$ cat config.mk
export PLATFORM = sky130hd
export DESIGN_NAME = tw_reg_slave
export DESIGN_NICKNAME = d
export VERILOG_FILES = /design/src/rtl/tws_pkg.sv /design/src/rtl/tws_sync.sv /design/src/rtl/tws_decode.sv /design/src/rtl/tws_link.sv /design/src/rtl/tw_reg_slave.sv
export SDC_FILE = /design/constraint.sdc
export NUM_CORES = 1
export LEC_CHECK = 0
export ABC_AREA = 1
export BUFFER_PORTS_ARGS = -buffer_cell sky130_fd_sc_hd__buf_4
export CAP_MARGIN = 10
export CORE_MARGIN = 2
export CORE_UTILIZATION = 42
export DETAILED_ROUTE_END_ITERATION = 10
export SKIP_LAST_GASP = 1
export SYNTH_ARGS = -nofsm -noshare
export SYNTH_HDL_FRONTEND = slang
export SYNTH_SLANG_ARGS = --single-unit
export TNS_END_PERCENT = 10
$ cat constraint.sdc
create_clock -name clk -period 1.7 [get_ports clk]
set_clock_uncertainty 0.2 [all_clocks]
set_input_delay 0.085 -clock clk [delete_from_list [all_inputs] [get_ports clk]]
set_output_delay 0.085 -clock clk [all_outputs]
set_load 0.05 [all_outputs]
$ cat src/rtl/tws_pkg.sv
package tws_pkg;
  // Frame phase: header reception or data transfer
  typedef enum logic {
    PH_HDR  = 1'b0,
    PH_DATA = 1'b1
  } phase_e;
endpackage

$ cat src/rtl/tws_sync.sv
module tws_sync #(
  parameter int          W       = 3,
  parameter int          STAGES  = 2,
  parameter logic [W-1:0] RST_VAL = '0
) (
  input  logic         clk,
  input  logic         rst_n,
  input  logic [W-1:0] d_i,
  output logic [W-1:0] q_o
);
  logic [STAGES-1:0][W-1:0] stg_q;

  always_ff @(posedge clk or negedge rst_n) begin
    if (!rst_n) begin
      for (int s = 0; s < STAGES; s++) stg_q[s] <= RST_VAL;
    end else begin
      stg_q[0] <= d_i;
      for (int s = 1; s < STAGES; s++) stg_q[s] <= stg_q[s-1];
    end
  end

  assign q_o = stg_q[STAGES-1];
endmodule

$ cat src/rtl/tws_decode.sv
module tws_decode #(
  parameter int                      DEV_W    = 3,
  parameter int                      REG_W    = 5,
  parameter logic [(2**DEV_W)-1:0]   DEV_MASK = 'h06,
  localparam int                     HDR_W    = DEV_W + 1 + REG_W,
  localparam int                     NUM_DEV  = 2**DEV_W
) (
  input  logic [HDR_W-1:0] hdr_i,
  output logic [DEV_W-1:0] dev_o,
  output logic             rd_o,
  output logic [REG_W-1:0] reg_o,
  output logic             hit_o
);
  logic [NUM_DEV-1:0] hit_vec;

  assign dev_o = hdr_i[HDR_W-1 -: DEV_W];
  assign rd_o  = hdr_i[REG_W];
  assign reg_o = hdr_i[REG_W-1:0];

  // one comparator per possible device, kept only where the mask enables it
  for (genvar i = 0; i < NUM_DEV; i++) begin : g_dev
    if (DEV_MASK[i]) begin : g_on
      assign hit_vec[i] = (dev_o == DEV_W'(i));
    end else begin : g_off
      assign hit_vec[i] = 1'b0;
    end
  end

  assign hit_o = |hit_vec;
endmodule

$ cat src/rtl/tws_link.sv
module tws_link
  import tws_pkg::*;
#(
  parameter int                    DEV_W    = 3,
  parameter int                    REG_W    = 5,
  parameter int                    DATA_W   = 16,
  parameter logic [(2**DEV_W)-1:0] DEV_MASK = 'h06,
  localparam int                   HDR_W    = DEV_W + 1 + REG_W,
  localparam int                   MAX_W    = (HDR_W > DATA_W) ? HDR_W : DATA_W,
  localparam int                   CNT_W    = $clog2(MAX_W)
) (
  input  logic              clk,
  input  logic              rst_n,
  input  logic              sel_s,
  input  logic              bclk_s,
  input  logic              dat_s,
  input  logic [DATA_W-1:0] reg_rdata_i,
  output logic [DEV_W-1:0]  reg_dev_o,
  output logic [REG_W-1:0]  reg_addr_o,
  output logic              reg_rd_o,
  output logic              reg_wr_o,
  output logic [DATA_W-1:0] reg_wdata_o,
  output logic              dat_o,
  output logic              dat_oe_o
);
  localparam logic [CNT_W-1:0] HDR_LAST  = CNT_W'(HDR_W - 1);
  localparam logic [CNT_W-1:0] DATA_LAST = CNT_W'(DATA_W - 1);

  phase_e              phase_q, phase_n;
  logic [CNT_W-1:0]    cnt_q, cnt_n;
  logic [DATA_W-1:0]   sh_q, sh_n;
  logic [DEV_W-1:0]    dev_q, dev_n;
  logic [REG_W-1:0]    reg_q, reg_n;
  logic                rw_q, rw_n;
  logic                hit_q, hit_n;
  logic                oe_q, oe_n;
  logic                dout_q, dout_n;
  logic                rd_q, rd_n;
  logic                wr_q, wr_n;
  logic                bclk_q;
  logic                rise;

  logic [HDR_W-1:0]    hdr_word;
  logic [DEV_W-1:0]    d_dev;
  logic [REG_W-1:0]    d_reg;
  logic                d_rw;
  logic                d_hit;

  assign rise     = bclk_s & ~bclk_q;
  assign hdr_word = {sh_q[HDR_W-2:0], dat_s};

  tws_decode #(
    .DEV_W    (DEV_W),
    .REG_W    (REG_W),
    .DEV_MASK (DEV_MASK)
  ) u_decode (
    .hdr_i (hdr_word),
    .dev_o (d_dev),
    .rd_o  (d_rw),
    .reg_o (d_reg),
    .hit_o (d_hit)
  );

  // next-state logic
  always_comb begin
    phase_n = phase_q;
    cnt_n   = cnt_q;
    sh_n    = sh_q;
    dev_n   = dev_q;
    reg_n   = reg_q;
    rw_n    = rw_q;
    hit_n   = hit_q;
    oe_n    = oe_q;
    dout_n  = dout_q;
    rd_n    = 1'b0;
    wr_n    = 1'b0;
    if (sel_s) begin
      phase_n = PH_HDR;
      cnt_n   = '0;
      sh_n    = '0;
      oe_n    = 1'b0;
    end else begin
      if (rd_q) sh_n = reg_rdata_i;
      if (rise) begin
        unique case (phase_q)
          PH_HDR: begin
            oe_n = 1'b0;
            sh_n = {sh_q[DATA_W-2:0], dat_s};
            if (cnt_q == HDR_LAST) begin
              phase_n = PH_DATA;
              cnt_n   = '0;
              sh_n    = '0;
              dev_n   = d_dev;
              reg_n   = d_reg;
              rw_n    = d_rw;
              hit_n   = d_hit;
              rd_n    = d_hit & d_rw;
              oe_n    = d_hit & d_rw;
            end else begin
              cnt_n = cnt_q + 1'b1;
            end
          end
          PH_DATA: begin
            if (rw_q) begin
              dout_n = sh_q[DATA_W-1];
              sh_n   = {sh_q[DATA_W-2:0], 1'b0};
            end else begin
              sh_n   = {sh_q[DATA_W-2:0], dat_s};
            end
            if (cnt_q == DATA_LAST) begin
              phase_n = PH_HDR;
              cnt_n   = '0;
              wr_n    = hit_q & ~rw_q;
            end else begin
              cnt_n = cnt_q + 1'b1;
            end
          end
          default: phase_n = PH_HDR;
        endcase
      end
    end
  end

  // state registers
  always_ff @(posedge clk or negedge rst_n) begin
    if (!rst_n) begin
      phase_q <= PH_HDR;
      cnt_q   <= '0;
      sh_q    <= '0;
      dev_q   <= '0;
      reg_q   <= '0;
      rw_q    <= 1'b0;
      hit_q   <= 1'b0;
      oe_q    <= 1'b0;
      dout_q  <= 1'b0;
      rd_q    <= 1'b0;
      wr_q    <= 1'b0;
      bclk_q  <= 1'b0;
    end else begin
      phase_q <= phase_n;
      cnt_q   <= cnt_n;
      sh_q    <= sh_n;
      dev_q   <= dev_n;
      reg_q   <= reg_n;
      rw_q    <= rw_n;
      hit_q   <= hit_n;
      oe_q    <= oe_n;
      dout_q  <= dout_n;
      rd_q    <= rd_n;
      wr_q    <= wr_n;
      bclk_q  <= bclk_s;
    end
  end

  assign reg_dev_o   = dev_q;
  assign reg_addr_o  = reg_q;
  assign reg_rd_o    = rd_q;
  assign reg_wr_o    = wr_q;
  assign reg_wdata_o = sh_q;
  assign dat_o       = dout_q;
  assign dat_oe_o    = oe_q;


  strobe_excl_chk: assert property (@(posedge clk) disable iff (!rst_n)
    !(rd_q && wr_q));


  rd_pulse_chk: assert property (@(posedge clk) disable iff (!rst_n)
    rd_q |=> !rd_q);


  wr_pulse_chk: assert property (@(posedge clk) disable iff (!rst_n)
    wr_q |=> !wr_q);


  oe_scope_chk: assert property (@(posedge clk) disable iff (!rst_n)
    oe_q |-> (hit_q && rw_q));


  wr_scope_chk: assert property (@(posedge clk) disable iff (!rst_n)
    wr_q |-> (hit_q && !rw_q && phase_q == PH_HDR));


  sel_idle_chk: assert property (@(posedge clk) disable iff (!rst_n)
    sel_s |=> (phase_q == PH_HDR && cnt_q == '0 && !oe_q));


  oe_start_chk: assert property (@(posedge clk) disable iff (!rst_n)
    $rose(oe_q) |-> (phase_q == PH_DATA && cnt_q == '0 && rd_q));
endmodule

$ cat src/rtl/tw_reg_slave.sv
module tw_reg_slave #(
  parameter int                    DEV_W       = 3,
  parameter int                    REG_W       = 5,
  parameter int                    DATA_W      = 16,
  parameter int                    SYNC_STAGES = 2,
  parameter logic [(2**DEV_W)-1:0] DEV_MASK    = 'h06
) (
  input  logic              clk,
  input  logic              rst_n,
  input  logic              bus_sel_n_i,
  input  logic              bus_clk_i,
  input  logic              bus_dat_i,
  output logic              bus_dat_o,
  output logic              bus_dat_oe_o,
  output logic [DEV_W-1:0]  reg_dev_o,
  output logic [REG_W-1:0]  reg_addr_o,
  output logic              reg_rd_o,
  output logic              reg_wr_o,
  output logic [DATA_W-1:0] reg_wdata_o,
  input  logic [DATA_W-1:0] reg_rdata_i
);
  logic [1:0] rst_pipe_q;
  logic       rst_sync_n;
  logic [2:0] pins_s;

  // asynchronous assert, synchronous release
  always_ff @(posedge clk or negedge rst_n) begin
    if (!rst_n) rst_pipe_q <= '0;
    else        rst_pipe_q <= {rst_pipe_q[0], 1'b1};
  end
  assign rst_sync_n = rst_pipe_q[1];

  // bit 2: select (idles high), bit 1: bus clock, bit 0: data
  tws_sync #(
    .W       (3),
    .STAGES  (SYNC_STAGES),
    .RST_VAL (3'b100)
  ) u_sync (
    .clk   (clk),
    .rst_n (rst_sync_n),
    .d_i   ({bus_sel_n_i, bus_clk_i, bus_dat_i}),
    .q_o   (pins_s)
  );

  tws_link #(
    .DEV_W    (DEV_W),
    .REG_W    (REG_W),
    .DATA_W   (DATA_W),
    .DEV_MASK (DEV_MASK)
  ) u_link (
    .clk         (clk),
    .rst_n       (rst_sync_n),
    .sel_s       (pins_s[2]),
    .bclk_s      (pins_s[1]),
    .dat_s       (pins_s[0]),
    .reg_rdata_i (reg_rdata_i),
    .reg_dev_o   (reg_dev_o),
    .reg_addr_o  (reg_addr_o),
    .reg_rd_o    (reg_rd_o),
    .reg_wr_o    (reg_wr_o),
    .reg_wdata_o (reg_wdata_o),
    .dat_o       (bus_dat_o),
    .dat_oe_o    (bus_dat_oe_o)
  );
endmodule

==> impl_metrics.toml <==
[sta]
fin_crit_sh = 0.935
maxSlewHeadroom = 0.625
fin_setup_tns_ns = 0
min_period_ns = 1.59
slew_viol_final = 0
tightest_slew_ns = 0.560
hold_viol = 0
max_freq_mhz = 629
grt_setup_unrepaired = "yes"
layout_setup_ws_ns = 0.110
finalSetupViolCount = 0

[power]
p_int_w = 0.00159
seq_power_share = 0.512
vdd_drop_max_v = 0.000701
clkPwrFrac = 0.301
power_frac_comb = 0.187
p_sw_frac = 0.284
cellLeakagePower_nw = 1.39
switching_power_w = 0.000628
p_per_area_mw_per_mm2 = 775

[placement]
dp_hpwl_um = 3160
place_inst = 348
dpl_cell_area_mm2 = 0.00254
portBuffers = 48
pre_cts_ws_ns = 0.0613
place.gp.congestion = 0.749

[clock_network]
htreeDepth = 2
cts_buffers = 5
clock_path_buffers = 2
cts_tree = "done"
clock-sinks = 44
worstSkewPairLatency_ns = 0.29
clockRootBuffer = "clkbuf_8"
post_cts_buffers = 0
path_clk_slew_ns = 0.08

[routing]
avgRoutedWirePerCell_um = 12.2
ant_nets = 0
drcViolationCount = 0
via_count = 1765
routed_wl_um = 4590
drt-vias-per-instance = 4.67
drt_iter0_markers = 91
dr.pass1.iters = 4

[grt]
grt.overflow.total = 0
grt_pass1_vias = 1634
grt_usage = 0.179
antenna_found_initial = 0
grt_pass1_wl_um = 7530
grt_start_max_net_pins = 29

[finish]
final_cell_mix = "buf_4 (55), nand2_1 (54), dfrtp_1 (40)"
drive_gt1_frac = 0.270
antenna_cells = 0
final_common_cell = "buf_4"
final_nets = 333
syn2layout_area_growth_pct = 36.9
final-instance-count-excl-fill = 378
fillerInstances = 458
final_area_mm2 = 0.00286

[setup_path]
critPathArrivalTime_ns = 1.60
crit_path_max_fanout = 3
crit_required_ns = 1.71
start_kind = "flop"
path_class = "reg2reg"
cp-end-kind = "flop"

[synth]
syn_avg_cell_area_um2 = 8.91
syn_area_mm2 = 0.00209
ys_warn_count = 0
syn_inst = 234
ys_ff_latch = 44
synth_nets = 257
synth_sequential_area_ratio = 0.529
ys_types = 26

[floorplan]
start_util = 0.439
rows = 25
die_y_um = 74.5
io_pins = 49
die_w_um = 74.5
die_area_mm2 = 0.00555
core-area_mm2 = 0.00475

[min_path]
hold_path.class = "reg2async"

[run]
drv_cap = 0

[run_status]
outcome = "finished, final reports clean"
-- routing by layer --
metal,routed length (um),global-route usage,vias to the layer above
met1,2100,0.240,814
li1,-,-,900
met4,48,0.0476,0
met2,2240,0.295,45
met5,0,0,-
met3,201,0.0420,6
-- worst max-delay path: stages, from the launching register on --
cell and delay, ns:
dfrtp_1 0.38, inv_1 0.07, ha_1 0.14, nand2_1 0.11, nor3_4 0.19, buf_4 0.17
nand2_1 0.08, o21ai_0 0.16
-- timing repair --
action	in CTS	in global routing
resized for setup	0	2
setup endpoints to repair	0	18
hold buffers	22	0
hold endpoints to repair	33	0
-- synth_stat cells, drive strengths merged --
| library cell | n | area, um^2 |
|---|---|---|
| nand2 | 57 | 231 |
| dfrtp | 42 | 1050 |
| nor2 | 39 | 165 |
| inv | 26 | 100 |
| a21oi | 18 | 90.1 |
| o211ai | 17 | 128 |
| o21ai | 10 | 80.1 |
| buf | 8 | 63.8 |
| nand3 | 7 | 60.1 |
| dfstp | 2 | 52.6 |
| ha | 2 | 25.0 |
| nor3 | 2 | 21.3 |
| clkbuf | 1 | 3.75 |
| clkinv | 1 | 3.75 |
| conb | 1 | 3.75 |
| nand4 | 1 | 6.26 |
-- cell families (layout without fill, tap and decap cells) --
logic type	Yosys count	after routing	synth area share
fa+ha+maj	2	2	0.0120
simple gates	106	106	0.232
other cells	1	1	0.00180
compound gates	45	45	0.143
buf+inv	36	113	0.0822
flops	44	44	0.529
-- power groups by stage --
stage	Clock (W)	Combinational (W)	Sequential, W
2_1_floorplan	0	0.000127	0.00127
3_3_place_gp	0	0.000371	0.00116
3_5_place_dp	0	0.000372	0.00116
4_1_cts	0.000691	0.000419	0.00113
5_1_grt	0.000731	0.000451	0.00114
6_report	0.000665	0.000414	0.00113
-- layout make-up --
class,count,area (um^2),area share
clock buffers,8,90.1,0.0316
inverters,27,104,0.0364
multi-input cells,154,818,0.287
flip-flops and latches,44,1110,0.387
well taps,67,83.8,0.0294
repair buffers,78,653,0.229
-- worst paths after layout --
path,startpoint,endpoint,slack [ns],depth (start not counted)
setup / recovery,u_link.cnt_q[0]$_DFFE_PN0P_,u_link.dat_oe_o$_DFFE_PN0P_,0.11,7
hold / removal,rst_pipe_q[1]$_DFF_PN0_,u_link.reg_wdata_o[14]$_DFFE_PN0P_,0.07,1
setup reg to reg,u_link.cnt_q[0]$_DFFE_PN0P_,u_link.dat_oe_o$_DFFE_PN0P_,0.11,7
hold reg to reg,rst_pipe_q[1]$_DFF_PN0_,u_link.reg_wdata_o[14]$_DFFE_PN0P_,0.07,1
max in group asynchronous,rst_pipe_q[1]$_DFF_PN0_,u_link.cnt_q[1]$_DFFE_PN0P_,0.25,1
min in group clk,rst_pipe_q[0]$_DFF_PN0_,rst_pipe_q[1]$_DFF_PN0_,0.15,0
-- through the flow --
stage	utilization	hold slack [ns]	total power, W
floorplan	-	-0.411	0.00140
global placement	0.534	-0.331	0.00153
detailed placement	0.534	-0.330	0.00153
CTS	0.599	0.0690	0.00224
global route	0.601	0.0866	0.00232
finish	0.601	0.0659	0.00221
-- flip-flops by register name, summed over array words and instances, names as in the netlist --
register            count
rst_pipe_q              2
u_link.hit_q            1
u_link.reg_addr_o       5
u_sync.stg_q            3
u_link.dat_oe_o         1
u_link.dat_o            1
u_link.phase_q          1
u_link.reg_dev_o        3
u_link.bclk_q           1
u_link.reg_wr_o         1
u_link.reg_rd_o         1
u_link.rw_q             1
u_link.cnt_q            4
u_sync.q_o              3
u_link.reg_wdata_o     16
Note: power is estimated with default switching activity, not from simulation.
